$ cat src/rtl/sysdec_pkg.sv
package sysdec_pkg;

  localparam int SEL_COUNT  = 6;
  localparam int SEL_RAM    = 0;
  localparam int SEL_ROM    = 1;
  localparam int SEL_SCSI   = 2;
  localparam int SEL_SCC    = 3;
  localparam int SEL_FLOPPY = 4;
  localparam int SEL_PIO    = 5;

  typedef enum logic [3:0] {
    RG_NONE,
    RG_RAM,
    RG_ROM,
    RG_SCSI,
    RG_SCC_RD,
    RG_SCC_WR,
    RG_FLOPPY,
    RG_PIO,
    RG_AVEC
  } region_e;

  // Strobes from the control side to the decode datapath.
  typedef struct packed {
    logic overlayOn;
    logic cycleActive;
    logic bankTwo;
    logic bigSimm;
  } ctrlStrobes_t;

endpackage

$ cat src/rtl/sysdec_ctrl.sv
module sysdec_ctrl
  import sysdec_pkg::*;
(
  input  logic         clk,
  input  logic         rstN,
  input  logic         asN,
  input  logic         udsN,
  input  logic         ldsN,
  input  logic         ovlClr,
  input  logic         bankTwo,
  input  logic         bigSimm,
  output ctrlStrobes_t strobes
);

  logic overlayQ;

  // Set by reset, cleared once by a pulse, never set again until reset.
  always_ff @(posedge clk or negedge rstN) begin
    if (!rstN)       overlayQ <= 1'b1;
    else if (ovlClr) overlayQ <= 1'b0;
  end

  always_comb begin
    strobes.overlayOn   = overlayQ;
    strobes.cycleActive = !asN && (!udsN || !ldsN);
    strobes.bankTwo     = bankTwo;
    strobes.bigSimm     = bigSimm;
  end

  // a clear pulse takes effect on the next cycle
  a_r2_clear_applies: assert property (@(posedge clk) disable iff (!rstN)
    ovlClr |=> !overlayQ);

  // once cleared the flag stays cleared until reset
  a_r2_stays_clear: assert property (@(posedge clk) disable iff (!rstN)
    !overlayQ |=> !overlayQ);

endmodule

$ cat src/rtl/sysdec_path.sv
module sysdec_path
  import sysdec_pkg::*;
#(
  parameter int ADDR_W          = 24,
  parameter int SMALL_BANK_LOG2 = 19,
  parameter int BIG_BANK_LOG2   = 21
) (
  input  logic [ADDR_W-1:0]    addr,
  input  ctrlStrobes_t         strobes,
  output logic [SEL_COUNT-1:0] selVec,
  output logic                 sccRd,
  output logic                 berr,
  output logic                 avec
);

  localparam int HI_W    = 8;
  localparam int HI_LSB  = ADDR_W - HI_W;
  localparam int ZONE0_W = ADDR_W - 2;
  localparam int ALIAS_W = ADDR_W - 4;
  localparam logic [ZONE0_W:0] SMALL_LIM = (ZONE0_W+1)'(1) << SMALL_BANK_LOG2;
  localparam logic [ZONE0_W:0] BIG_LIM   = (ZONE0_W+1)'(1) << BIG_BANK_LOG2;

  logic [HI_W-1:0]    hi;
  logic               lowOnes;
  region_e            region;
  logic [ZONE0_W-1:0] ramOff;
  logic [ZONE0_W:0]   ramLimit;
  logic               ramFits;

  assign hi      = addr[ADDR_W-1 -: HI_W];
  assign lowOnes = &addr[HI_LSB-1:4];

  // Region decode: the top two bits give the zone, the next bits pick the window.
  always_comb begin
    region = RG_NONE;
    ramOff = '0;
    unique case (hi[7:6])
      2'd0: begin
        if (strobes.overlayOn) begin
          region = RG_ROM;
        end else begin
          region = RG_RAM;
          ramOff = addr[ZONE0_W-1:0];
        end
      end
      2'd1: begin
        if (hi[5:4] == 2'b00) begin
          region = RG_ROM;
        end else if (hi[5:3] == 3'b011) begin
          region = RG_SCSI;
        end else if (hi[5:4] == 2'b10 && strobes.overlayOn) begin
          region = RG_RAM;
          ramOff = ZONE0_W'(addr[ALIAS_W-1:0]);
        end
      end
      2'd2: region = hi[5] ? RG_SCC_WR : RG_SCC_RD;
      2'd3: begin
        if (!hi[5]) begin
          region = RG_FLOPPY;
        end else if (hi[5:3] == 3'b101) begin
          region = RG_PIO;
        end else if (hi == 8'hFF && lowOnes) begin
          region = RG_AVEC;
        end
      end
      default: region = RG_NONE;
    endcase
  end

  // Installed RAM size from the straps.
  always_comb begin
    ramLimit = (strobes.bigSimm ? BIG_LIM : SMALL_LIM) << strobes.bankTwo;
    ramFits  = {1'b0, ramOff} < ramLimit;
  end

  // Output stage, gated by an active bus cycle.
  always_comb begin
    selVec = '0;
    sccRd  = 1'b0;
    berr   = 1'b0;
    avec   = 1'b0;
    if (strobes.cycleActive) begin
      unique case (region)
        RG_RAM: begin
          if (ramFits) selVec[SEL_RAM] = 1'b1;
          else         berr            = 1'b1;
        end
        RG_ROM:    selVec[SEL_ROM]    = 1'b1;
        RG_SCSI:   selVec[SEL_SCSI]   = 1'b1;
        RG_SCC_RD: begin
          selVec[SEL_SCC] = 1'b1;
          sccRd           = 1'b1;
        end
        RG_SCC_WR: selVec[SEL_SCC]    = 1'b1;
        RG_FLOPPY: selVec[SEL_FLOPPY] = 1'b1;
        RG_PIO:    selVec[SEL_PIO]    = 1'b1;
        RG_AVEC:   avec               = 1'b1;
        default:   berr               = 1'b1;
      endcase
    end
  end

endmodule

$ cat src/rtl/sysdec_top.sv
module sysdec_top
  import sysdec_pkg::*;
#(
  parameter int ADDR_W          = 24,
  parameter int SMALL_BANK_LOG2 = 19,
  parameter int BIG_BANK_LOG2   = 21
) (
  input  logic              clk,
  input  logic              rstN,
  input  logic [ADDR_W-1:0] addr,
  input  logic              asN,
  input  logic              udsN,
  input  logic              ldsN,
  input  logic              ovlClr,
  input  logic              bankTwo,
  input  logic              bigSimm,
  output logic              ramSelN,
  output logic              romSelN,
  output logic              scsiSelN,
  output logic              sccSelN,
  output logic              sccRdN,
  output logic              floppySelN,
  output logic              pioSelN,
  output logic              berrReq,
  output logic              avecReq
);

  ctrlStrobes_t         strobes;
  logic [SEL_COUNT-1:0] selVec;
  logic [SEL_COUNT-1:0] selN;
  logic                 sccRd;

  sysdec_ctrl u_ctrl (
    .clk     (clk),
    .rstN    (rstN),
    .asN     (asN),
    .udsN    (udsN),
    .ldsN    (ldsN),
    .ovlClr  (ovlClr),
    .bankTwo (bankTwo),
    .bigSimm (bigSimm),
    .strobes (strobes)
  );

  sysdec_path #(
    .ADDR_W          (ADDR_W),
    .SMALL_BANK_LOG2 (SMALL_BANK_LOG2),
    .BIG_BANK_LOG2   (BIG_BANK_LOG2)
  ) u_path (
    .addr    (addr),
    .strobes (strobes),
    .selVec  (selVec),
    .sccRd   (sccRd),
    .berr    (berrReq),
    .avec    (avecReq)
  );

  for (genvar i = 0; i < SEL_COUNT; i++) begin : g_selInv
    assign selN[i] = ~selVec[i];
  end

  assign ramSelN    = selN[SEL_RAM];
  assign romSelN    = selN[SEL_ROM];
  assign scsiSelN   = selN[SEL_SCSI];
  assign sccSelN    = selN[SEL_SCC];
  assign floppySelN = selN[SEL_FLOPPY];
  assign pioSelN    = selN[SEL_PIO];
  assign sccRdN     = ~sccRd;

  // overlay maps zone zero to ROM
  a_r1_overlay_rom: assert property (@(posedge clk) disable iff (!rstN)
    (strobes.overlayOn && strobes.cycleActive && addr[ADDR_W-1 -: 2] == 2'd0) |-> !romSelN);

  // the high RAM alias is a hole once the overlay is gone
  a_r5_alias_gone: assert property (@(posedge clk) disable iff (!rstN)
    (!strobes.overlayOn && strobes.cycleActive && addr[ADDR_W-1 -: 4] == 4'h6) |-> berrReq);

  // the read strobe only comes with the serial select
  a_r6_rd_with_sel: assert property (@(posedge clk) disable iff (!rstN)
    !sccRdN |-> !sccSelN);

  // autovector only for the top sixteen bytes
  a_r8_avec_top: assert property (@(posedge clk) disable iff (!rstN)
    avecReq |-> (&addr[ADDR_W-1:4]));

  // nothing is driven outside a bus cycle
  a_r11_idle_quiet: assert property (@(posedge clk) disable iff (!rstN)
    asN |-> ((&selN) && sccRdN && !berrReq && !avecReq));

  // selects are mutually exclusive
  a_r12_one_select: assert property (@(posedge clk) disable iff (!rstN)
    $onehot0(selVec));

  // bus error and autovector stand alone
  a_r12_berr_alone: assert property (@(posedge clk) disable iff (!rstN)
    berrReq |-> ((&selN) && !avecReq));

endmodule

$ cat config.mk
export PLATFORM = sky130hd
export DESIGN_NAME = sysdec_top
export DESIGN_NICKNAME = d
export VERILOG_FILES = /design/src/rtl/sysdec_pkg.sv /design/src/rtl/sysdec_ctrl.sv /design/src/rtl/sysdec_path.sv /design/src/rtl/sysdec_top.sv
export SDC_FILE = /design/constraint.sdc
export NUM_CORES = 1
export LEC_CHECK = 0
export ABC_AREA = 1
export CAP_MARGIN = 20
export CORE_MARGIN = 2
export CORE_UTILIZATION = 30
export CTS_BUF_LIST = sky130_fd_sc_hd__clkbuf_4 sky130_fd_sc_hd__clkbuf_8
export CTS_CLUSTER_DIAMETER = 30
export DETAILED_ROUTE_END_ITERATION = 6
export GPL_TIMING_DRIVEN = 1
export PLACE_DENSITY = 0.81
export SLEW_MARGIN = 20
export SYNTH_ARGS = -nofsm -noshare
export SYNTH_HDL_FRONTEND = slang
export SYNTH_SLANG_ARGS = --single-unit
$ cat constraint.sdc
create_clock -name clk -period 2.5 [get_ports clk]
set_input_delay 0.625 -clock clk [delete_from_list [all_inputs] [get_ports clk]]
set_output_delay 0.625 -clock clk [all_outputs]
set_load 0.01 [all_outputs]
==> results.md, run 1 <==
* Outcome: finished, violations left
* Violated checks: negative setup slack
* Vias per cell at 4.46
* Wire length of the first global-routing pass at 2.34 mm
* Row count at 13
* Syn-to-layout area delta at 110%
* Gate power share at 88.0%
* Number of unique standard cell types used by synthesis at 18
* Flip-flop and latch count after synthesis at 1
* Residual antenna-violating net count after detailed routing at 0
* Total number of nets in the final design at 170
* Worst clock skew at 0 ns
* Top-area cell type share of the netlist area at 28.7%
* HPWL reported at the end of detailed placement at 1.23 mm
* Startpoint kind of the worst setup timing path: primary input
* Path class of the lowest-slack min-delay path: flip-flop to flip-flop
* Crit-path max FO at 5
* Die width at 41.4 um
* Internal power component at 0.0857 mW
* All-Layer GR Usage at 19.8%
* PwrDens at 156 nW/um2
* CTS clock-pin slew for the worst setup and hold paths at 0 ns
* Leading area contributor after synthesis: nand2_1
* Routed wire per std cell at 9.84 um
* Share of power burned in registers at 12.0%
* Slew at the pin closest to its max-slew limit at 0.266 ns
* Hold Violations, Final at 0
* Area enclosed by the die boundary at 1710 um2
* Number of iterations in the first detailed-routing pass at 4
* Synthesized area per cell at 4.93 um2
* Number of top-level pins at 41
* Largest registers ranked by flip-flop count: u_ctrl.overlayQ x1
* Switching power summed over all nets at 0.0519 mW
* Total of fill cells in the finished design at 131
* GP Congestion at 0.848
* CP required at 1.88 ns
* Fraction of power consumed by the clock network at 0%
* Total leakage power at 0.416 nW
* Max Transition Viols Final at 0
* Hold-fix buffers, CTS at 0
* Unrepaired setup endpoints after global routing: yes
* Clock latency at the later pin of the worst-skew pair at 0 ns
* Syn Nets at 120
* Design Power at 0.138 mW
* Top routing layer in use: met3
* Worst-case vdd ir drop at 0.120 mV
* Post-route worst setup slack at -0.0891 ns
* Total detailed-routing wirelength at 1.46 mm
* Max Cap Viol at 0
* PortBufs at 36
* Max Fclk at 0.386 GHz
* Category of the most critical setup path: primary input to output port
* Gate Count Post-Synth at 85
* Remaining routing DRC violations at 0
* Post-synthesis instance area at 419 um2
* Met3 wire len at 56 um
* Tightest slew margin relative to the limit at 82.2%
* Number of flip-flops under the largest register name at 1
* First-iteration detailed-routing DRC count at 8
* Sequential area share after synthesis at 6.27%
* Vias post-DR at 660
* Number of failing setup endpoints in the final timing report at 2
* Chip height at 41.4 um
* Floorplan core area at 1300 um2
* Antenna diode count at 0
* Data arrival at the endpoint of the critical path at 1.96 ns
* Pin count of the biggest net entering global routing at 8
* Via count of the first global-routing pass at 604
* Final critical-path required period at 2.59 ns
* Reg with most FFs: u_ctrl.overlayQ
* Critical Path End Type: output port
* Setup WS pre-CTS at -0.958 ns
* Warnings, synthesis at 0
* Effective utilization at floorplan at 32.2%
* Ratio of cells with drive above 1 in the final layout at 30.1%
* Switching part of the total power at 37.7%
* Antenna violations before repair at 0
* Metal-1 WL at 615 um
* Synth top area cells: nand2_1 (29%), nor2_1 (14%), ha_1 (9.0%)
* Detail Route met2 WL at 785 um
* GRT Residual Overflow at 0
* Period utilization at 104%
## logic make-up after synthesis
kind of cell	count (synthesis)	share of synthesized area, %
AOI/OAI and AO/OA	7	11.6
and+or+nand+nor	62	62.1
adders and majority gates	3	8.96
DFF	1	6.27
buffers and inverters	12	11.0
## cells in the mapped netlist
cell type	number
ha_1	3
inv_1	10
o211ai_1	1
o21ai_1	1
nor2_1	16
nand2_1	32
a21oi_2	2
nand3_1	4
o21ai_0	1
a21boi_1	1
a31oi_1	1
nand4_1	2
nand2_2	3
inv_2	1
dfstp_2	1
nor3_1	2
nor2_2	3
buf_2	1
## metal layers
| metal | global-route usage (%) | vias to the layer above |
|---|---|---|
| met5 | 0 | - |
| met4 | 0 | 0 |
| met3 | 0.532 | 0 |
| met2 | 43.4 | 13 |
| met1 | 21.5 | 280 |
| li1 | - | 367 |
## final cells by class
type / instances / area (um2) / share of cell area, %
inverters: 11 / 43.8 / 4.96
multi-input cells: 72 / 370 / 42.0
flip-flops and latches: 1 / 26.3 / 2.98
well taps: 15 / 18.8 / 2.13
repair buffers: 49 / 423 / 47.9
## final timing paths
kind                                        startpoint  slack, ns                           to  cells past startpoint
min reg2reg                u_ctrl.overlayQ$_DFFE_PN1P_       0.60  u_ctrl.overlayQ$_DFFE_PN1P_                      3
max reg2reg                u_ctrl.overlayQ$_DFFE_PN1P_       1.64  u_ctrl.overlayQ$_DFFE_PN1P_                      3
min                        u_ctrl.overlayQ$_DFFE_PN1P_       0.60  u_ctrl.overlayQ$_DFFE_PN1P_                      3
max in group asynchronous                         rstN       1.54  u_ctrl.overlayQ$_DFFE_PN1P_                      1
min in group asynchronous                         rstN       0.94  u_ctrl.overlayQ$_DFFE_PN1P_                      1
max                                           addr[23]      -0.09                      berrReq                     14
## placed cells by master (no fill, tap or decap), types with 2 or more instances in the layout
cell and instances:
a21oi_2 2, nand2_1 31, nand2_2 4, buf_4 13
clkdlybuf4s50_1 20, nor3_1 2, buf_2 4, ha_1 3
inv_1 9, o21ai_1 2, nand3_1 4, nor2_1 13
nor2_4 2, dlygate4sd2_1 4, clkbuf_2 5, nor2_2 4
nand4_1 2
## what timing repair did
action,4_1_cts,5_1_grt
buffers inserted,2,1
pin swaps,9,8
setup endpoints to repair,9,8
gates resized for setup,50,12
## through the flow
step	setup TNS [ns]	hold slack [ns]	area [um2]	std cells	util, %
5_1_grt	-0.420	0.621	882	148	67.8
6_report	-0.126	0.600	882	148	67.8
3_3_place_gp	-4.55	0.571	868	145	66.7
2_1_floorplan	0	0.465	419	85	-
3_5_place_dp	-4.72	0.572	868	145	66.7
4_1_cts	-0.186	0.575	881	147	67.7
## power groups by stage
stage	Sequential (mW)	Combinational, mW	Clock, mW
after floorplan	0.0165	0.0451	0
after global placement	0.0165	0.115	0
after detailed placement	0.0165	0.117	0
after CTS	0.0165	0.117	0
after global routing	0.0165	0.135	0
final	0.0165	0.121	0
## worst max-delay path: stages
cell	delay [ns]
buf_12	0.11
nor2_4	0.11
nand4_1	0.13
a21boi_2	0.15
ha_1	0.23
o21ai_1	0.14
nand2_1	0.06
nand2_1	0.05
nand2_1	0.05
nand2_2	0.06
nand2_1	0.04
nand2_1	0.05
nor2_1	0.03
buf_2	0.13
Note: power is estimated with default switching activity, not from simulation.
==> run 2, diff against run 1 <==
--- a/config.mk
+++ b/config.mk
@@ -14,7 +14,7 @@
 export DETAILED_ROUTE_END_ITERATION = 6
 export GPL_TIMING_DRIVEN = 1
 export PLACE_DENSITY = 0.81
-export SLEW_MARGIN = 20
+export SETUP_SLACK_MARGIN = 0.1
 export SYNTH_ARGS = -nofsm -noshare
 export SYNTH_HDL_FRONTEND = slang
 export SYNTH_SLANG_ARGS = --single-unit
==> results.md, run 2 (synthesized netlist as in run 1, its figures left out) <==
* Most frequent standard cell in the layout excluding fill and tap cells: nand2_1
* Number of flip-flops under the largest register name at 1 (unchanged)
* CTS clock-pin slew for the worst setup and hold paths at 0 ns (unchanged)
* Remaining routing DRC violations at 0 (unchanged)
* Antenna violations before repair at 0 (unchanged)
* Hold-fix buffers, CTS at 0 (unchanged)
* Critical Path Most Common Cell: nand2_1
* Max Fclk at 0.386 GHz (about the same)
* Largest registers ranked by flip-flop count: u_ctrl.overlayQ x1
* GP Congestion at 0.848 (unchanged)
* First-iteration detailed-routing DRC count at 12 (+4)
* Worst clock skew at 0 ns (unchanged)
* Number of top-level pins at 41 (unchanged)
* Unrepaired setup endpoints after global routing: yes
* Max Transition Viols Final at 0 (unchanged)
* Design Power at 0.144 mW (+4.4%)
* Critical Path End Type: output port
* Outcome: finished, violations left
* Post-route cell area at 908 um2 (+3.0%)
* Number of failing setup endpoints in the final timing report at 2 (unchanged)
* Max Cap Viol at 0 (unchanged)
* Violated checks: negative setup slack
* Category of the most critical setup path: primary input to output port
* PwrDens at 158 nW/um2 (+1.4%)
* Number of iterations in the first detailed-routing pass at 4 (unchanged)
* Data arrival at the endpoint of the critical path at 1.97 ns (about the same)
* CP required at 1.88 ns (about the same)
* Chip height at 41.4 um (unchanged)
* Area enclosed by the die boundary at 1710 um2 (unchanged)
* Total detailed-routing wirelength at 1.55 mm (+6.6%)
* GRT Residual Overflow at 0 (unchanged)
* Inst Count DP at 145 (unchanged)
* Period utilization at 104% (about the same)
* Area of placed instances at 868 um2 (unchanged)
* Final critical-path required period at 2.59 ns (+0.00144 ns)
* Path class of the lowest-slack min-delay path: flip-flop to flip-flop
* Via count of the first global-routing pass at 604 (unchanged)
* Crit-path max cell delay at 0.23 ns (about the same)
* Hold WS at 0.602 ns (+0.00208 ns)
* Total number of nets in the final design at 172 (+1.2%)
* Residual antenna-violating net count after detailed routing at 0 (unchanged)
* Antenna diode count at 0 (unchanged)
* Worst path cell trace: buf_12 > nor2_4 > nand4_1 > a21boi_2 > ha_1 > o21ai_1 > nand2_1 > nand2_1 > nand2_1 > nand2_2 > nand2_1 > nand2_1 > nor2_1 > buf_2
* HPWL reported at the end of detailed placement at 1.23 mm (unchanged)
* Hold Violations, Final at 0 (unchanged)
* Cell at the slowest stage of the critical path: ha_1
* Tightest slew margin relative to the limit at 83.5% (+1.3 points)
* PortBufs at 36 (unchanged)
* Vias post-DR at 661 (+0.15%)
* Clock latency at the later pin of the worst-skew pair at 0 ns (unchanged)
* Startpoint kind of the worst setup timing path: primary input
* Final standard cell count with taps included and fillers excluded at 150 (+1.4%)
* Die width at 41.4 um (unchanged)
* Total of fill cells in the finished design at 124 (-5.3%)
* Vias per cell at 4.41 (-1.2%)
* Layout Utilization at 69.8% (+2.0 points)
* Reg with most FFs: u_ctrl.overlayQ
* Total leakage power at 0.425 nW (+2.0%)
* Floorplan core area at 1300 um2 (unchanged)
* Routed wire per std cell at 10.3 um (+5.2%)
* Syn-to-layout area delta at 117%
* All-Layer GR Usage at 19.8% (unchanged)
* Slew at the pin closest to its max-slew limit at 0.246 ns (-0.0192 ns)
* Effective utilization at floorplan at 32.2% (unchanged)
* Row count at 13 (unchanged)
* Wire length of the first global-routing pass at 2.34 mm (unchanged)
* Pin count of the biggest net entering global routing at 8 (unchanged)
* Highest-count cells in the layout ignoring fill and taps: nand2_1 (31), clkdlybuf4s50_1 (20), nor2_1 (13), buf_4 (13)
* Worst-case vdd ir drop at 0.113 mV (-6.1%)
* Crit-path max FO at 5 (unchanged)
* Post-route worst setup slack at -0.0906 ns (-0.00144 ns)
* Ratio of cells with drive above 1 in the final layout at 31.9% (+1.8 points)
## run 2: final cells by class
cell class,count,area (um2),share of cell area [%]
well taps,15,18.8,2.07
multi-input cells,72,378,41.6
repair buffers,51,442,48.6
inverters,11,43.8,4.82
flip-flops and latches,1,26.3,2.89
## run 2: final timing paths
path | endpoint | slack (ns) | startpoint | cells after the start
setup reg to reg | u_ctrl.overlayQ$_DFFE_PN1P_ | 1.64 | u_ctrl.overlayQ$_DFFE_PN1P_ | 3
hold / removal | u_ctrl.overlayQ$_DFFE_PN1P_ | 0.60 | u_ctrl.overlayQ$_DFFE_PN1P_ | 3
min in group asynchronous | u_ctrl.overlayQ$_DFFE_PN1P_ | 0.94 | rstN | 1
setup / recovery | berrReq | -0.09 | addr[23] | 14
max in group asynchronous | u_ctrl.overlayQ$_DFFE_PN1P_ | 1.54 | rstN | 1
hold reg to reg | u_ctrl.overlayQ$_DFFE_PN1P_ | 0.60 | u_ctrl.overlayQ$_DFFE_PN1P_ | 3
## run 2: metal layers
layer | GRT usage, % | part of all wire [%]
met2 | 43.4 | 55
met5 | 0 | 0
met1 | 21.5 | 41
met4 | 0 | 0
met3 | 0.532 | 3.7
## run 2: what timing repair did
action	4_1_cts	5_1_grt
resized for setup	55	17
endpoints found under the hold margin	0	0
pin swaps	9	11
setup endpoints to repair	9	8
cloned	0	0
buffers inserted	2	3
## run 2: worst max-delay path, delay by kind of cell
family          cells  cell delay (ns)
buf+inv             2             0.24
fa+ha+maj           1             0.23
compound gates      2             0.28
simple gates        9             0.58
## run 2: power by group
| group | leakage (nW) | switching, mW | total [mW] | internal [mW] |
|---|---|---|---|---|
| sequential | 0.0103 | 0.0000000000000000234 | 0.0165 | 0.0165 |
| clock | 0 | 0 | 0 | 0 |
| combinational | 0.414 | 0.0543 | 0.127 | 0.0729 |
## run 2: stage by stage
step | setup slack (ns) | TNS (ns)
6_report | -0.0906 | -0.129
5_1_grt | -0.239 | -0.423
4_1_cts | -0.107 | -0.186
3_5_place_dp | -0.958 | -4.72
3_3_place_gp | -0.928 | -4.55
2_1_floorplan | 0.117 | 0
==> run 3, diff against run 2 <==
--- a/config.mk
+++ b/config.mk
@@ -7,13 +7,15 @@
 export LEC_CHECK = 0
 export ABC_AREA = 1
 export CAP_MARGIN = 20
+export CELL_PAD_IN_SITES_DETAIL_PLACEMENT = 0
+export CELL_PAD_IN_SITES_GLOBAL_PLACEMENT = 2
 export CORE_MARGIN = 2
-export CORE_UTILIZATION = 30
+export CORE_UTILIZATION = 12
 export CTS_BUF_LIST = sky130_fd_sc_hd__clkbuf_4 sky130_fd_sc_hd__clkbuf_8
 export CTS_CLUSTER_DIAMETER = 30
 export DETAILED_ROUTE_END_ITERATION = 6
 export GPL_TIMING_DRIVEN = 1
-export PLACE_DENSITY = 0.81
+export PLACE_DENSITY_LB_ADDON = 0.1
 export SETUP_SLACK_MARGIN = 0.1
 export SYNTH_ARGS = -nofsm -noshare
 export SYNTH_HDL_FRONTEND = slang
==> results.md, run 3 (synthesized netlist as in run 1, its figures left out) <==
* Effective utilization at floorplan at 12.6% (-20 points)
* CTS clock-pin slew for the worst setup and hold paths at 0 ns (unchanged)
* Number of top-level pins at 41 (unchanged)
* Die width at 63.1 um (+52%)
* Max Transition Viols Final at 0 (unchanged)
* Hold-fix buffers, CTS at 0 (unchanged)
* Most frequent standard cell in the layout excluding fill and tap cells: nand2_1
* Number of iterations in the first detailed-routing pass at 4 (unchanged)
* Crit-path max FO at 3 (-2)
* Min-Delay Path Depth at 3 (unchanged)
* Remaining routing DRC violations at 0 (unchanged)
* Wire length of the first global-routing pass at 2.51 mm (+7.4%)
* Final critical-path required period at 2.60 ns (+0.00450 ns)
* Total leakage power at 0.532 nW (+25%)
* Total detailed-routing wirelength at 1.60 mm (+3.4%)
* Slew at the pin closest to its max-slew limit at 0.257 ns (+0.0108 ns)
* Worst flop-to-flop path endpoint: u_ctrl.overlayQ$_DFFE_PN1P_
* Pin count of the biggest net entering global routing at 8 (unchanged)
* Antenna diode count at 0 (unchanged)
* Worst r2r src: u_ctrl.overlayQ$_DFFE_PN1P_
* Worst clock skew at 0 ns (unchanged)
* Vias post-DR at 665 (+0.61%)
* Residual antenna-violating net count after detailed routing at 0 (unchanged)
* PwrDens at 142 nW/um2 (-10%)
* Path class of the lowest-slack min-delay path: flip-flop to flip-flop
* GRT Residual Overflow at 0 (unchanged)
* Area of all sequential standard cells at 26.3 um2 (unchanged)
* Unrepaired setup endpoints after global routing: yes
* Max Fclk at 0.385 GHz (-0.17%)
* Total of fill cells in the finished design at 409 (+230%)
* Area enclosed by the die boundary at 3980 um2 (+130%)
* Worst-case vdd ir drop at 0.0874 mV (-23%)
* Number of failing setup endpoints in the final timing report at 2 (unchanged)
* Max Cap Viol at 0 (unchanged)
* Largest registers ranked by flip-flop count: u_ctrl.overlayQ x1
* Chip height at 63.1 um (+52%)
* Clock latency at the later pin of the worst-skew pair at 0 ns (unchanged)
* Reg with most FFs: u_ctrl.overlayQ
* Total number of nets in the final design at 172 (unchanged)
* Period utilization at 104% (+0.18 points)
* Violated checks: negative setup slack
* FF-to-FF setup slack at 1.65 ns (about the same)
* Number of flip-flops under the largest register name at 1 (unchanged)
* Setup WS pre-CTS at -0.975 ns (-0.0165 ns)
* Hold WS at 0.583 ns (-0.0196 ns)
* Row count at 21 (+8)
* Highest-count cells in the layout ignoring fill and taps: nand2_1 (29), buf_4 (13), dlymetal6s2s_1 (12)
* CP required at 1.88 ns (about the same)
* Antenna violations before repair at 0 (unchanged)
* Endpoint with the worst hold slack: u_ctrl.overlayQ$_DFFE_PN1P_
* GP Congestion at 0.716 (-16%)
* PortBufs at 36 (unchanged)
* Ratio of cells with drive above 1 in the final layout at 41.5% (+9.6 points)
* Startpoint kind of the worst setup timing path: primary input
* Footprint of the multi-input gates at 409 um2 (+8.3%)
* Category of the most critical setup path: primary input to output port
* First-iteration detailed-routing DRC count at 12 (unchanged)
* Tightest slew margin relative to the limit at 82.8% (-0.72 points)
* Hold Violations, Final at 0 (unchanged)
* Outcome: finished, violations left
* HPWL reported at the end of detailed placement at 1.34 mm (+8.7%)
* Depth of the worst register-to-register path at 3 (unchanged)
* Via count of the first global-routing pass at 597 (-1.2%)
* All-Layer GR Usage at 7.26% (-13 points)
* Critical Path End Type: output port
* Hold Startpoint: u_ctrl.overlayQ$_DFFE_PN1P_
* Vias per cell at 3.67 (-17%)
* Post-route worst setup slack at -0.0951 ns (-0.00450 ns)
* Syn-to-layout area delta at 137%
* Routed wire per std cell at 8.86 um (-14%)
* Floorplan core area at 3340 um2 (+160%)
* Data arrival at the endpoint of the critical path at 1.97 ns (about the same)
## run 3: per-stage QoR
stage	util (%)	cell area [um2]	TNS, ns	power [mW]	cells
after floorplan	-	419	0	0.0616	85
after global placement	27.6	922	-5.05	0.137	178
after detailed placement	27.6	922	-4.88	0.136	178
after CTS	28.1	938	-0.258	0.137	180
after global routing	29.8	995	-0.495	0.155	181
final	29.8	995	-0.141	0.141	181
## run 3: area by class of cell
cell class,count,area share [%]
inverters,11,4.40
multi-input cells,72,41.1
flip-flops and latches,1,2.64
well taps,46,5.79
repair buffers,51,46.0
## run 3: how the worst max path moves through the flow
stage | start | endpoint | slack [ns] | cells after the start
2_1_floorplan | addr[21] | berrReq | 0.12 | 12
3_3_place_gp | addr[23] | berrReq | -1.02 | 14
3_5_place_dp | addr[23] | berrReq | -0.97 | 14
4_1_cts | addr[22] | berrReq | -0.15 | 15
5_1_grt | addr[22] | berrReq | -0.27 | 15
6_report | addr[22] | berrReq | -0.1 | 15
## run 3: timing repair
item	in CTS	in global routing
buffers inserted	2	1
pin swaps	13	20
gates resized for setup	56	36
endpoints found under the setup margin	9	8
## run 3: critical path, cell delays in order
cell and delay (ns):
buf_8 0.08, inv_4 0.03, nor2_4 0.09, nand4_1 0.13, a21boi_2 0.15, ha_1 0.25, o21ai_2 0.12, nand2_1 0.06
nand2_1 0.05, nand2_1 0.05, nand2_2 0.07, nand2_1 0.05, nand2_1 0.05, nor2_1 0.03, buf_2 0.13
## run 3: power breakdown
part | leakage (nW) | switching [mW] | total [mW] | internal [mW]
clock | 0 | 0 | 0 | 0
sequential | 0.0103 | 0.0000000000000000263 | 0.0165 | 0.0165
combinational | 0.522 | 0.0557 | 0.124 | 0.0686
total | 0.532 | 0.0557 | 0.141 | 0.0852
## run 3: routing by layer
| layer | GRT usage [%] | wire (um) | vias up |
|---|---|---|---|
| li1 | - | - | 366 |
| met1 | 10.0 | 734 | 274 |
| met2 | 12.9 | 778 | 25 |
| met3 | 0.714 | 91 | 0 |
| met4 | 0 | 0 | 0 |
| met5 | 0 | 0 | - |
